===== src/rtl/sdram_pd_pkg.sv =====
package sdram_pd_pkg;
  localparam int CTRL_W   = 16;
  localparam int APEN_BIT = 15;
  localparam int PDEN_BIT = 14;
  localparam int TOUT_LSB = 8;
  localparam int TOUT_W   = 4;

  typedef enum logic [1:0] {
    PD_AWAKE = 2'd0,
    PD_DOWN  = 2'd1,
    PD_EXIT  = 2'd2
  } pd_state_e;
endpackage


===== src/rtl/sdram_pd_cfg.sv =====
module sdram_pd_cfg
  import sdram_pd_pkg::*;
(
  input  logic              clk,
  input  logic              rst_n,
  input  logic              wr_en,
  input  logic [CTRL_W-1:0] wr_data,
  output logic              imm_en,
  output logic              timed_en,
  output logic [TOUT_W-1:0] tout,
  output logic [CTRL_W-1:0] rd_data
);
  logic              imm_q, imm_d;
  logic              timed_q, timed_d;
  logic [TOUT_W-1:0] tout_q, tout_d;
  logic              unused_rsvd;

  assign unused_rsvd = ^{wr_data[13:12], wr_data[7:0]};

  always_comb begin
    imm_d   = imm_q;
    timed_d = timed_q;
    tout_d  = tout_q;
    if (wr_en) begin
      imm_d   = wr_data[APEN_BIT];
      timed_d = wr_data[PDEN_BIT];
      tout_d  = wr_data[TOUT_LSB +: TOUT_W];
    end
  end

  always_ff @(posedge clk or negedge rst_n) begin
    if (!rst_n) begin
      imm_q   <= 1'b0;
      timed_q <= 1'b0;
      tout_q  <= '0;
    end else begin
      imm_q   <= imm_d;
      timed_q <= timed_d;
      tout_q  <= tout_d;
    end
  end

  always_comb begin
    rd_data                        = '0;
    rd_data[APEN_BIT]              = imm_q;
    rd_data[PDEN_BIT]              = timed_q;
    rd_data[TOUT_LSB +: TOUT_W]    = tout_q;
  end

  assign imm_en   = imm_q;
  assign timed_en = timed_q;
  assign tout     = tout_q;

  // a write is visible on the readback in the next cycle
  a_r1_write_lands: assert property (@(posedge clk) disable iff (!rst_n)
    wr_en |=> (rd_data[APEN_BIT] == $past(wr_data[APEN_BIT])) &&
              (rd_data[PDEN_BIT] == $past(wr_data[PDEN_BIT])) &&
              (rd_data[TOUT_LSB +: TOUT_W] == $past(wr_data[TOUT_LSB +: TOUT_W])));

  // without a write the control word holds
  a_r1_hold: assert property (@(posedge clk) disable iff (!rst_n)
    !wr_en |=> $stable(rd_data));
endmodule


===== src/rtl/sdram_pd_idle_timer.sv =====
module sdram_pd_idle_timer
  import sdram_pd_pkg::*;
#(
  parameter int UNIT_CLKS = 128
) (
  input  logic              clk,
  input  logic              rst_n,
  input  logic              timed_en,
  input  logic              imm_en,
  input  logic [TOUT_W-1:0] tout,
  input  logic              busy,
  input  logic              precharged,
  input  logic              wake,
  input  logic              awake,
  output logic              expire
);
  localparam int MAX_LIMIT = ((1 << TOUT_W) - 1) * UNIT_CLKS;
  localparam int CNT_W     = $clog2(MAX_LIMIT + 1);

  logic [CNT_W-1:0] cnt_q, cnt_d;
  logic [CNT_W-1:0] limit;
  logic             qual;

  assign limit = CNT_W'(tout) * CNT_W'(UNIT_CLKS);
  assign qual  = awake && timed_en && !imm_en && (tout != '0) &&
                 !busy && precharged && !wake;

  always_comb begin
    expire = qual && (cnt_q >= limit - CNT_W'(1));
    if (!qual || expire) cnt_d = '0;
    else                 cnt_d = cnt_q + CNT_W'(1);
  end

  always_ff @(posedge clk or negedge rst_n) begin
    if (!rst_n) cnt_q <= '0;
    else        cnt_q <= cnt_d;
  end

  // any busy cycle or lost precharge restarts the idle run
  a_r7_count_clear: assert property (@(posedge clk) disable iff (!rst_n)
    (busy || !precharged) |=> (cnt_q == '0));

  // the idle count never runs past the largest timeout
  a_r6_no_overflow: assert property (@(posedge clk) disable iff (!rst_n)
    cnt_q < CNT_W'(MAX_LIMIT));
endmodule


===== src/rtl/sdram_pd_fsm.sv =====
module sdram_pd_fsm
  import sdram_pd_pkg::*;
#(
  parameter int EXIT_CLKS = 1
) (
  input  logic clk,
  input  logic rst_n,
  input  logic imm_en,
  input  logic expire,
  input  logic busy,
  input  logic wake,
  output logic cke,
  output logic ready,
  output logic awake
);
  localparam int EW = (EXIT_CLKS > 1) ? $clog2(EXIT_CLKS) : 1;

  pd_state_e     state_q, state_d;
  logic [EW-1:0] ex_q, ex_d;
  logic          ex_done;

  assign ex_done = (ex_q == EW'(EXIT_CLKS - 1));

  always_comb begin
    state_d = state_q;
    ex_d    = '0;
    case (state_q)
      PD_AWAKE: begin
        if (imm_en && !busy && !wake) state_d = PD_DOWN;
        else if (expire)              state_d = PD_DOWN;
      end
      PD_DOWN: begin
        if (wake) state_d = PD_EXIT;
      end
      PD_EXIT: begin
        if (ex_done) state_d = PD_AWAKE;
        else         ex_d    = ex_q + EW'(1);
      end
      default: state_d = PD_AWAKE;
    endcase
  end

  always_ff @(posedge clk or negedge rst_n) begin
    if (!rst_n) begin
      state_q <= PD_AWAKE;
      ex_q    <= '0;
    end else begin
      state_q <= state_d;
      ex_q    <= ex_d;
    end
  end

  assign cke   = (state_q != PD_DOWN);
  assign ready = (state_q == PD_AWAKE);
  assign awake = ready;

  // immediate entry on the first idle edge
  a_r5_imm_entry: assert property (@(posedge clk) disable iff (!rst_n)
    (ready && imm_en && !busy && !wake) |=> !cke);

  // a wake request while down raises clock-enable, not yet ready
  a_r8_wake: assert property (@(posedge clk) disable iff (!rst_n)
    (!cke && wake) |=> (cke && !ready));

  // clock-enable never falls during the exit delay
  a_r9_exit_holds: assert property (@(posedge clk) disable iff (!rst_n)
    (cke && !ready) |=> cke);
endmodule


===== src/rtl/sdram_cke_pwr_ctrl.sv =====
module sdram_cke_pwr_ctrl
  import sdram_pd_pkg::*;
#(
  parameter int UNIT_CLKS = 128,
  parameter int EXIT_CLKS = 1
) (
  input  logic              clk,
  input  logic              rst_n,
  input  logic              cfg_wr_en,
  input  logic [CTRL_W-1:0] cfg_wr_data,
  output logic [CTRL_W-1:0] cfg_rd_data,
  input  logic              ctrl_busy,
  input  logic              banks_precharged,
  input  logic              cpu_wake_req,
  input  logic              disp_wake_req,
  output logic              sdram_cke,
  output logic              sdram_ready
);
  logic              rst_meta, rst_sync_n;
  logic              imm_en, timed_en, expire, awake, wake;
  logic [TOUT_W-1:0] tout;

  always_ff @(posedge clk or negedge rst_n) begin
    if (!rst_n) begin
      rst_meta   <= 1'b0;
      rst_sync_n <= 1'b0;
    end else begin
      rst_meta   <= 1'b1;
      rst_sync_n <= rst_meta;
    end
  end

  assign wake = cpu_wake_req || disp_wake_req;

  sdram_pd_cfg u_cfg (
    .clk      (clk),
    .rst_n    (rst_sync_n),
    .wr_en    (cfg_wr_en),
    .wr_data  (cfg_wr_data),
    .imm_en   (imm_en),
    .timed_en (timed_en),
    .tout     (tout),
    .rd_data  (cfg_rd_data)
  );

  sdram_pd_idle_timer #(.UNIT_CLKS(UNIT_CLKS)) u_timer (
    .clk        (clk),
    .rst_n      (rst_sync_n),
    .timed_en   (timed_en),
    .imm_en     (imm_en),
    .tout       (tout),
    .busy       (ctrl_busy),
    .precharged (banks_precharged),
    .wake       (wake),
    .awake      (awake),
    .expire     (expire)
  );

  sdram_pd_fsm #(.EXIT_CLKS(EXIT_CLKS)) u_fsm (
    .clk    (clk),
    .rst_n  (rst_sync_n),
    .imm_en (imm_en),
    .expire (expire),
    .busy   (ctrl_busy),
    .wake   (wake),
    .cke    (sdram_cke),
    .ready  (sdram_ready),
    .awake  (awake)
  );

  // with both policies off the device is never powered down
  a_r4_no_entry: assert property (@(posedge clk) disable iff (!rst_sync_n)
    (!cfg_rd_data[APEN_BIT] && !cfg_rd_data[PDEN_BIT] && sdram_cke) |=> sdram_cke);

  // a pending wake request blocks entry
  a_r12_wake_blocks: assert property (@(posedge clk) disable iff (!rst_sync_n)
    (sdram_cke && (cpu_wake_req || disp_wake_req)) |=> sdram_cke);

  // both enabled, the immediate policy acts on the first idle edge
  a_r10_priority: assert property (@(posedge clk) disable iff (!rst_sync_n)
    (sdram_ready && cfg_rd_data[APEN_BIT] && cfg_rd_data[PDEN_BIT] &&
     !ctrl_busy && !wake) |=> !sdram_cke);
endmodule


===== config.mk =====
export PLATFORM = sky130hd
export DESIGN_NAME = sdram_cke_pwr_ctrl
export DESIGN_NICKNAME = d
export VERILOG_FILES = /design/src/rtl/sdram_pd_pkg.sv /design/src/rtl/sdram_pd_cfg.sv /design/src/rtl/sdram_pd_idle_timer.sv /design/src/rtl/sdram_pd_fsm.sv /design/src/rtl/sdram_cke_pwr_ctrl.sv
export SDC_FILE = /design/constraint.sdc
export NUM_CORES = 1
export LEC_CHECK = 0
export BUFFER_PORTS_ARGS = -buffer_cell sky130_fd_sc_hd__buf_2
export CAP_MARGIN = 25
export CORE_MARGIN = 8
export CORE_UTILIZATION = 51
export CTS_BUF_LIST = sky130_fd_sc_hd__clkbuf_4
export DETAILED_ROUTE_END_ITERATION = 10
export GPL_ROUTABILITY_DRIVEN = 0
export GPL_TIMING_DRIVEN = 1
export PLACE_DENSITY = 0.79
export SETUP_SLACK_MARGIN = 0.4
export SLEW_MARGIN = 20
export SYNTH_ARGS = -nofsm -noshare
export SYNTH_HDL_FRONTEND = slang
export SYNTH_SLANG_ARGS = --single-unit

===== constraint.sdc =====
create_clock -name clk -period 0.92 [get_ports clk]
set_clock_uncertainty 0.15 [all_clocks]
set_input_delay 0.046 -clock clk [delete_from_list [all_inputs] [get_ports clk]]
set_output_delay 0.046 -clock clk [all_outputs]
set_load 0.005 [all_outputs]

# Word-level counts from Yosys, hierarchy flattened
# Cells that the tools add are included.
[totals] elab_cells=44 n_memories=0 latchBits=0 ramBits=0 register_bits=22 output_inout_bits=18 rom_bits=0
[classes] shifts=0 n_reduce_logical=18 muxes=8 mul=0 div_mod_pow=0 eq_ne=6 n_lt_le_gt_ge=1 bitwise_logic=0 addsub=3
[ops] cell="$add A11 B1 Y11 const B" n=1
[ops] cell="$ge A11 B11 Y1" n=1
[ops] cell="$mux W11" n=1
[ops] cell="$sub A11 B1 Y11 const B" n=1
[ops] cell="$logic_and A1 B1 Y1" n=9
[ops] cell="$mux W2" n=4
[ops] cell="$pmux W2 S3" n=1
[ops] cell="$logic_not A1 Y1" n=4
[ops] cell="$ne A2 B1 Y1 const B" n=2
[ops] cell="$reduce_bool A4 Y1" n=1
[ops] cell="$ne A3 B3 Y1 const B" n=1
[ops] cell="$reduce_and A3 Y1" n=1
[ops] cell="$eq A2 B1 Y1 const B" n=1
[ops] cell="$eq A2 B2 Y1 const B" n=1
[ops] cell="$logic_not A2 Y1" n=1
[ops] cell="$logic_or A1 B1 Y1" n=2
[ops] cell="$mux W1" n=2
[ops] cell="$ne A2 B2 Y1 const B" n=1
[ops] cell="$add A1 B1 Y1 const B" n=1

# Logic depth before layout (Yosys ltp)
# Gate-level depths: netlist of run 1.
[depth] word_depth=11 ltp_mapped=9 depth_no_buf=8

# By module
# A second synthesis of run 1 with hierarchy kept.
[hier_totals] hier_cells=118 hier_area_um2=1260.0
[modules_own_cells] module="sdram_pd_idle_timer" area_each_um2=719.4 cells_each=73 seq_area_each_um2=275.3 n_inst=1
[modules_own_cells] module="sdram_pd_cfg" area_each_um2=375.4 cells_each=30 seq_area_each_um2=150.1 n_inst=1
[modules_own_cells] module="sdram_pd_fsm" area_each_um2=105.1 cells_each=11 seq_area_each_um2=50.0 n_inst=1
[modules_own_cells] module="sdram_cke_pwr_ctrl" area_each_um2=60.1 cells_each=4 seq_area_each_um2=50.0 n_inst=1

# Least setup slack after synthesis of run 1
# Ideal clock, no wire load.
[synth_path] path_type="reg-to-reg" startpoint="register u_cfg.tout_q[0], in the netlist u_cfg.tout[0]" endpoint="register u_timer.cnt_q[3]" period_less_slack_ns=2.104 arrival_ns=1.884 required_ns=0.701 setup_ns=0.069 path_stages_with_launch=9 n_path_buf=1 setup_slack_ns=-1.184 cell_sequence="dfrtp_1 -> nor3_1 -> xnor2_1 -> ha_1 -> a21oi_1 -> nand3_1 -> or3_4 -> buf_6 -> nor2_2"
[synth_between] elab_chain_len=8 elab_cells_between_ends=11 classes_between="add/sub: 1; order compare: 1; mux: 1; reduce/logical: 8"
[synth_rtl] item="start: declaration" line="sdram_pd_cfg.sv:15" rtl="logic [TOUT_W-1:0] tout_q, tout_d;"
[synth_rtl] item="start signal: assignment" line="sdram_pd_cfg.sv:39" rtl="tout_q <= tout_d;"
[synth_rtl] item="parallel branches: the longest is 6 deep, another holds $sub A11 B1 Y11"
[synth_rtl] item="$logic_or A1 B1 Y1 (*)" line="sdram_pd_idle_timer.sv:30" rtl="if (!qual || expire) cnt_d = '0;"
[synth_rtl] item="$mux W11 (*)" line="sdram_pd_idle_timer.sv:30"
[synth_rtl] item="named net u_timer.cnt_d[3]" line="sdram_pd_idle_timer.sv:20" rtl="logic [CNT_W-1:0] cnt_q, cnt_d;"
[synth_rtl] item="end signal: assignment" line="sdram_pd_idle_timer.sv:36" rtl="else cnt_q <= cnt_d;"
[synth_rtl] item="end: declaration" line="sdram_pd_idle_timer.sv:20"
# Mark *: on every way through the listed nets, which the timed path passes.
# A chain may end at the register's enable or synchronous reset.

# Final worst setup path of run 1
[layout_path] startpoint="register u_cfg.tout_q[0], in the netlist u_cfg.tout[0]" endpoint="register u_timer.cnt_q[8]"
# The elaborated chain is that of the path after synthesis.

==> flow_metrics.tcl, run 1 <==
set metrics [dict create \
    postCtsHoldBufs 1 \
    max_freq_mhz 470 \
    ir_drop_v 0.00122 \
    clkPwrFrac 0.238 \
    hold_class "input pin to flip-flop" \
    worst-path-buf-inv 1 \
    synthDistinctLibCells 25 \
    insertedDiodeCount 0 \
    root_buffer "clkbuf_4" \
    path_cells "inv_2 -> ha_2 -> xnor2_2 -> ha_4 -> nand4_1 -> a211oi_2 -> or3_4 -> nor2_2" \
    antenna_found_initial 0 \
    die-height_um 63.5 \
    grt_pass1_wl_um 4240 \
    cts_tree "yes" \
    synth_warnings 0 \
    io_buffers 20 \
    routed-wl-met3_um 131 \
    hold_ws_ns -0.221 \
    p_switching_mw 0.494 \
    io_pins 41 \
    rows 17 \
    die_x_um 63.5 \
    ant_nets 0 \
    grt_max_degree 13 \
    p_seq_frac 0.527 \
    ys_seq_area_frac 0.457 \
    drive_gt1_frac 0.530 \
    drt_iter0_drc 10 \
    regArea_um2 529 \
    ys_seq_elements 21 \
    cellLeakagePower_nw 0.778 \
    swShare 0.263 \
    post_drt_wl_per_cell_um 14.9 \
    wl_met1_um 1140 \
    rsz0062_at_grt "yes" \
    finalCriticalPeriod_ns 2.13 \
    fin_nets 194 \
    start_util 0.531 \
    clk_pin_slew_ns 0.11 \
    p_int_mw 1.38 \
    multiInputGateArea_um2 616 \
    drc 0 \
    cp_max_fo 6 \
    p_per_area_mw_per_mm2 1110 \
    grt_pass1_vias 933 \
    drv_slew 0 \
    met2WireLength_um 1540 \
    setup_viol 25 \
    cts-htree-levels 1 \
    endpoint_kind "flip-flop" \
    arrival_ns 2.19 \
    synth.avg_cell_area_um2 10.4 \
    syn_to_final_growth_pct 46.5 \
    core_area_mm2 0.00217 \
    power.share.combinational 0.235 \
    hold_violations 10 \
    synthesis.area_mm2 0.00115 \
    crit_slowest_cell "dfrtp_1" \
    synthesis.instances 111 \
    required_ns 0.98 \
    fillers 130 \
    postLayoutSetupSlackWorst_ns -1.21 \
    timing.max_cap.violations 0 \
    max_stage_delay_ns 0.44 \
    die_area_mm2 0.00403 \
    vias 934 \
    failed_checks "negative hold slack, negative setup slack" \
    top_layer_used "met4" \
    path_class "flip-flop to flip-flop" \
    cts_made_buffers 3 \
    cts_max_path_buffers 2 \
    wl_um 2870 \
    grt_overflow_total 0 \
    first_pass_iters 4 \
    status "finished, violations left" \
    fin_crit_sh 2.31 \
    pre_cts_ws_ns -1.19 \
    post-dp-hpwl_um 1760 \
    insertion_delay_ns 0.31 \
    mostFrequentLayoutCells "buf_6, dfrtp_1, buf_4, buf_2, conb_1" \
    cpLargestDelayFamily "adder cells" \
    gr-usage-all-layers 0.133 \
    cts.sinks 21 \
    crit_path_start_kind "flip-flop" \
    viasPerCell 4.86 \
]
-- registers in the layout, summed over array words and instances (netlist names) --
signal,cells
u_cfg.imm_en,1
u_cfg.tout,4
u_timer.cnt_q,11
rst_meta,1
u_cfg.timed_en,1
u_fsm.state_q,2
rst_sync_n,1
-- cell families (layout without fill, tap and decap cells) --
group	count (synthesis)	after routing	synth area share
compound gates	6	6	0.0326
mux	4	4	0.0391
flops	21	21	0.457
fa+ha+maj	6	6	0.0652
xor+xnor	11	11	0.0837
other cells	2	11	0.00652
simple gates	44	45	0.215
buf+inv	17	60	0.101
-- power by group through the flow --
stage / Clock, mW / Sequential [mW] / Combinational (mW)
global placement: 0 / 1.01 / 0.253
floorplan: 0 / 1.02 / 0.176
global route: 0.476 / 0.996 / 0.478
finish: 0.446 / 0.990 / 0.442
CTS: 0.456 / 0.984 / 0.366
detailed placement: 0 / 1.01 / 0.268
-- path summary, 6_finish.rpt --
| kind | start | to | slack [ns] | cells past startpoint |
|---|---|---|---|---|
| setup / recovery | u_cfg.tout[0] | u_timer.cnt_q[8] | -1.21 | 8 |
| hold / removal | cfg_wr_data[9] | u_cfg.tout[1] | -0.22 | 3 |
| setup reg to reg | u_cfg.tout[0] | u_timer.cnt_q[8] | -1.21 | 8 |
| hold reg to reg | rst_sync_n | u_timer.cnt_q[1] | 0.12 | 1 |
| max in group asynchronous | rst_sync_n | u_timer.cnt_q[0] | 0.38 | 1 |
| min in group asynchronous | rst_n | rst_sync_n | -0.12 | 2 |
-- worst register-to-register path: cells and delay by family (launching register included) --
kind	cells	cell delay, ns
xor gates and xnor gates	1	0.16
buffers and inverters	1	0.07
and+or+nand+nor	3	0.41
adders and majority gates	2	0.48
AOI/OAI and AO/OA	1	0.31
DFF	1	0.44
-- per-layer routing --
metal	track usage	up-vias
li1	-	455
met1	0.145	454
met2	0.232	20
met3	0.0371	5
met4	0.0585	0
met5	0	-
-- cell type report --
type | instances | area share
Clock buffer | 3 | 0.0134
Clock inverter | 1 | 0.00297
Inverter | 3 | 0.00668
Multi-Input combinational cell | 83 | 0.365
Sequential cell | 21 | 0.314
Tap cell | 28 | 0.0208
Timing Repair Buffer | 53 | 0.277
-- synth_stat cells --
cell / n / area, um2
buf_6: 1 / 11.3
a21oi_1: 1 / 5.00
ha_1: 6 / 75.1
nor2_4: 1 / 11.3
nand4_1: 4 / 25.0
o21ai_0: 4 / 20.0
or3_4: 1 / 11.3
buf_4: 12 / 90.1
conb_1: 2 / 7.51
mux2_2: 4 / 45.0
clkbuf_1: 1 / 3.75
inv_1: 3 / 11.3
xnor2_1: 9 / 78.8
nand2b_1: 1 / 6.26
and2b_2: 1 / 8.76
nand3_1: 7 / 35.0
or3b_2: 1 / 8.76
nor3_1: 4 / 20.0
nor2_1: 9 / 33.8
xor2_1: 2 / 17.5
and4bb_1: 1 / 12.5
nor2_2: 9 / 56.3
a211oi_2: 1 / 12.5
dfrtp_1: 21 / 526
nand2_1: 5 / 18.8
-- through the flow --
stage	cell area [um2]	utilization	std cells	power [mW]	TNS, ns
floorplan	1220	-	120	1.19	-13.16
global placement	1400	0.645	176	1.26	-13.66
detailed placement	1400	0.645	176	1.28	-14.42
CTS	1560	0.721	187	1.81	-16.57
global route	1690	0.777	192	1.95	-18.94
finish	1690	0.777	192	1.88	-17.63
-- what timing repair did --
item,in CTS,in global routing
resized for setup,20,15
setup endpoints to repair,47,47
pin swaps,7,3
buffers inserted,5,4
hold endpoints to repair,10,10
gates cloned,1,1
No activity file was read; power rests on OpenSTA's default activity.
==> inputs of run 2 (changes only) <==
--- a/config.mk
+++ b/config.mk
@@ -5,10 +5,11 @@
 export SDC_FILE = /design/constraint.sdc
 export NUM_CORES = 1
 export LEC_CHECK = 0
+export ABC_AREA = 1
 export BUFFER_PORTS_ARGS = -buffer_cell sky130_fd_sc_hd__buf_2
 export CAP_MARGIN = 25
 export CORE_MARGIN = 8
-export CORE_UTILIZATION = 51
+export CORE_UTILIZATION = 52
 export CTS_BUF_LIST = sky130_fd_sc_hd__clkbuf_4
 export DETAILED_ROUTE_END_ITERATION = 10
 export GPL_ROUTABILITY_DRIVEN = 0
==> run 2 against run 1 <==
Effect of this change:
- the flow still finishes with violations (negative hold slack, negative setup slack)
- worst setup slack worse by 0.015 ns
- clock-buffer cell count unchanged
- sequential cell count unchanged
- synthesized cell count up 37%
- global-route usage up 2.5 points
- clock power up 5.4%
- register-to-register slack about the same
- first-iteration DRC count rose to 7.9 times the previous value
- final cell count up 24%
- critical path type unchanged
- via count up 27%
- routed wire length up 27%
- critical endpoint is now u_timer.cnt_q[6]
- hold slack worse by 0.0015 ns
==> flow_metrics.tcl, run 2 <==
set metrics [dict create \
    status "finished, violations left" \
    failed_checks "negative hold slack, negative setup slack" \
    synth_edf_count 0 \
    cts_made_buffers 3 \
    p_switching_mw 0.797 \
    final_common_cell "nand2_1" \
    io_buffers 20 \
    core_area_mm2 0.00223 \
    postCtsHoldBufs 1 \
    insertion_delay_ns 0.32 \
    post-dp-hpwl_um 2120 \
    synth_top_area_cell "dfrtp_1" \
    die-height_um 64.7 \
    path_class "flip-flop to flip-flop" \
    synthFlopType "dfrtp_1" \
    clk_pin_slew_ns 0.13 \
    antenna_found_initial 0 \
    cts_max_path_buffers 2 \
    drt_iter0_drc 79 \
    hold_class "input pin to flip-flop" \
    start_util 0.552 \
    synthDistinctLibCells 21 \
    first_pass_iters 4 \
    synthTopCellsByCount "nand2_1, inv_1, dfrtp_1, nor2_1, buf_4" \
    synth_warnings 0 \
    drive_gt1_frac 0.431 \
    cellLeakagePower_nw 0.932 \
    drv_slew 0 \
    dpl_cell_area_mm2 0.00153 \
    fin_nets 241 \
    fin_crit_sh 2.33 \
    ant_nets 0 \
    power.share.combinational 0.381 \
    hold_violations 8 \
    grt_overflow_total 0 \
    regMostFlops "u_timer.cnt_q" \
    p_int_mw 1.68 \
    hold_ws_ns -0.222 \
    max_freq_mhz 467 \
    die_area_mm2 0.00418 \
    mostFrequentLayoutCells "nand2_1, buf_4, dfrtp_1, buf_6, nor2_1" \
    syn_to_final_growth_pct 50.3 \
    reg2reg_slack_ns -1.22 \
    viasPerCell 4.97 \
    finalCriticalPeriod_ns 2.14 \
    ys_seq_elements 21 \
    cts_tree "yes" \
    grt_pass1_wl_um 5200 \
    largest_reg_flops 11 \
    insertedDiodeCount 0 \
    cts.sinks 21 \
    ir_drop_v 0.00122 \
    synthesis.instances 152 \
    postLayoutSetupSlackWorst_ns -1.22 \
    ys_async_sr_fraction 1.00 \
    arrival_ns 2.24 \
    setup_viol 24 \
    cts-htree-levels 1 \
    yosysMostFrequentCell "nand2_1" \
    cp_max_fo 3 \
    vias 1188 \
    p_per_area_mw_per_mm2 1340 \
    drc 0 \
    ys_seq_area_frac 0.426 \
    ys_top_cells_by_area "dfrtp_1, nand2_1, buf_4" \
    timing.max_cap.violations 0 \
    pre_cts_ws_ns -1.13 \
    post_drt_wl_per_cell_um 15.2 \
    rsz0062_at_grt "yes" \
    synthesis.area_mm2 0.00123 \
    endpoint_kind "flip-flop" \
    grt_max_degree 13 \
    wl_um 3640 \
    required_ns 1.02 \
    gr-usage-all-layers 0.158 \
    synth.avg_cell_area_um2 8.11 \
    io_pins 41 \
    rows 17 \
    swShare 0.322 \
    final_cell_area_mm2 0.00185 \
    root_buffer "clkbuf_4" \
    grt_pass1_vias 1169 \
    crit_path_start_kind "flip-flop" \
    p_seq_frac 0.429 \
    yosysTopAreaCellShare 0.426 \
    die_x_um 64.7 \
    clkPwrFrac 0.190 \
]
[run 2: cells by family (layout without fill, tap and decap cells)]
group,after synthesis,in the layout,synth area share
buffers and inverters,36,86,0.148
AOI/OAI and AO/OA,8,8,0.0345
and+or+nand+nor,70,70,0.260
xor gates and xnor gates,9,9,0.0640
adders and majority gates,6,6,0.0609
DFF,21,21,0.426
other,2,11,0.00609
[run 2: critical path, cell delays in order (launching register included)]
cell and delay, ns:
dfrtp_1 0.42, inv_2 0.11, nand3_2 0.09, xor2_1 0.16
ha_1 0.31, nand2_1 0.12, nand2_1 0.10, a21oi_2 0.14
nand3_2 0.12, nor2_4 0.15, nand2_1 0.08, nor2_1 0.12
[run 2: area by class of cell]
class,count,area (um2)
Tap cell,28,35.0
Clock buffer,3,22.5
Inverter,23,91.3
Fill cell,137,382
Timing Repair Buffer,59,534
Clock inverter,1,5.00
Sequential cell,21,529
Multi-Input combinational cell,104,634
[run 2: metrics by stage]
| step | cells | hold slack, ns | power [mW] | utilization | TNS [ns] |
|---|---|---|---|---|---|
| floorplan | 161 | -0.400 | 1.41 | - | -11.32 |
| global route | 239 | -0.218 | 2.61 | 0.829 | -18.59 |
| detailed placement | 222 | -0.318 | 1.65 | 0.683 | -13.44 |
| CTS | 232 | -0.215 | 2.30 | 0.774 | -15.04 |
| finish | 239 | -0.222 | 2.47 | 0.829 | -17.06 |
| global placement | 222 | -0.319 | 1.61 | 0.683 | -11.75 |
[run 2: final timing paths]
path                                       from               end  cells past startpoint
worst max-delay path              u_cfg.tout[1]  u_timer.cnt_q[6]                     11
worst min-delay path            cfg_wr_data[11]     u_cfg.tout[3]                      3
worst max register to register    u_cfg.tout[1]  u_timer.cnt_q[6]                     11
worst min register to register       rst_sync_n     u_cfg.tout[0]                      1
max in group asynchronous            rst_sync_n  u_timer.cnt_q[1]                      1
min in group asynchronous                 rst_n        rst_sync_n                      2
[run 2: power groups by stage]
stage / Sequential [mW] / Clock, mW / Combinational (mW)
global placement: 1.07 / 0 / 0.543
floorplan: 1.08 / 0 / 0.331
finish: 1.06 / 0.470 / 0.942
global route: 1.07 / 0.513 / 1.02
detailed placement: 1.08 / 0 / 0.572
CTS: 1.05 / 0.458 / 0.795
[run 2: metal layers]
| metal | share of wire | wire length, um | GRT usage |
|---|---|---|---|
| met1 | 0.38 | 1370 | 0.165 |
| met2 | 0.52 | 1890 | 0.282 |
| met3 | 0.070 | 256 | 0.0395 |
| met4 | 0.035 | 127 | 0.0872 |
| met5 | 0 | 0 | 0 |
[run 2: timing repair]
action / in CTS / in global routing
gates resized for setup: 31 / 11
endpoints found under the hold margin: 9 / 8
cloned: 0 / 2
buffers inserted: 5 / 5
endpoints found under the setup margin: 47 / 46
pin swaps: 6 / 2
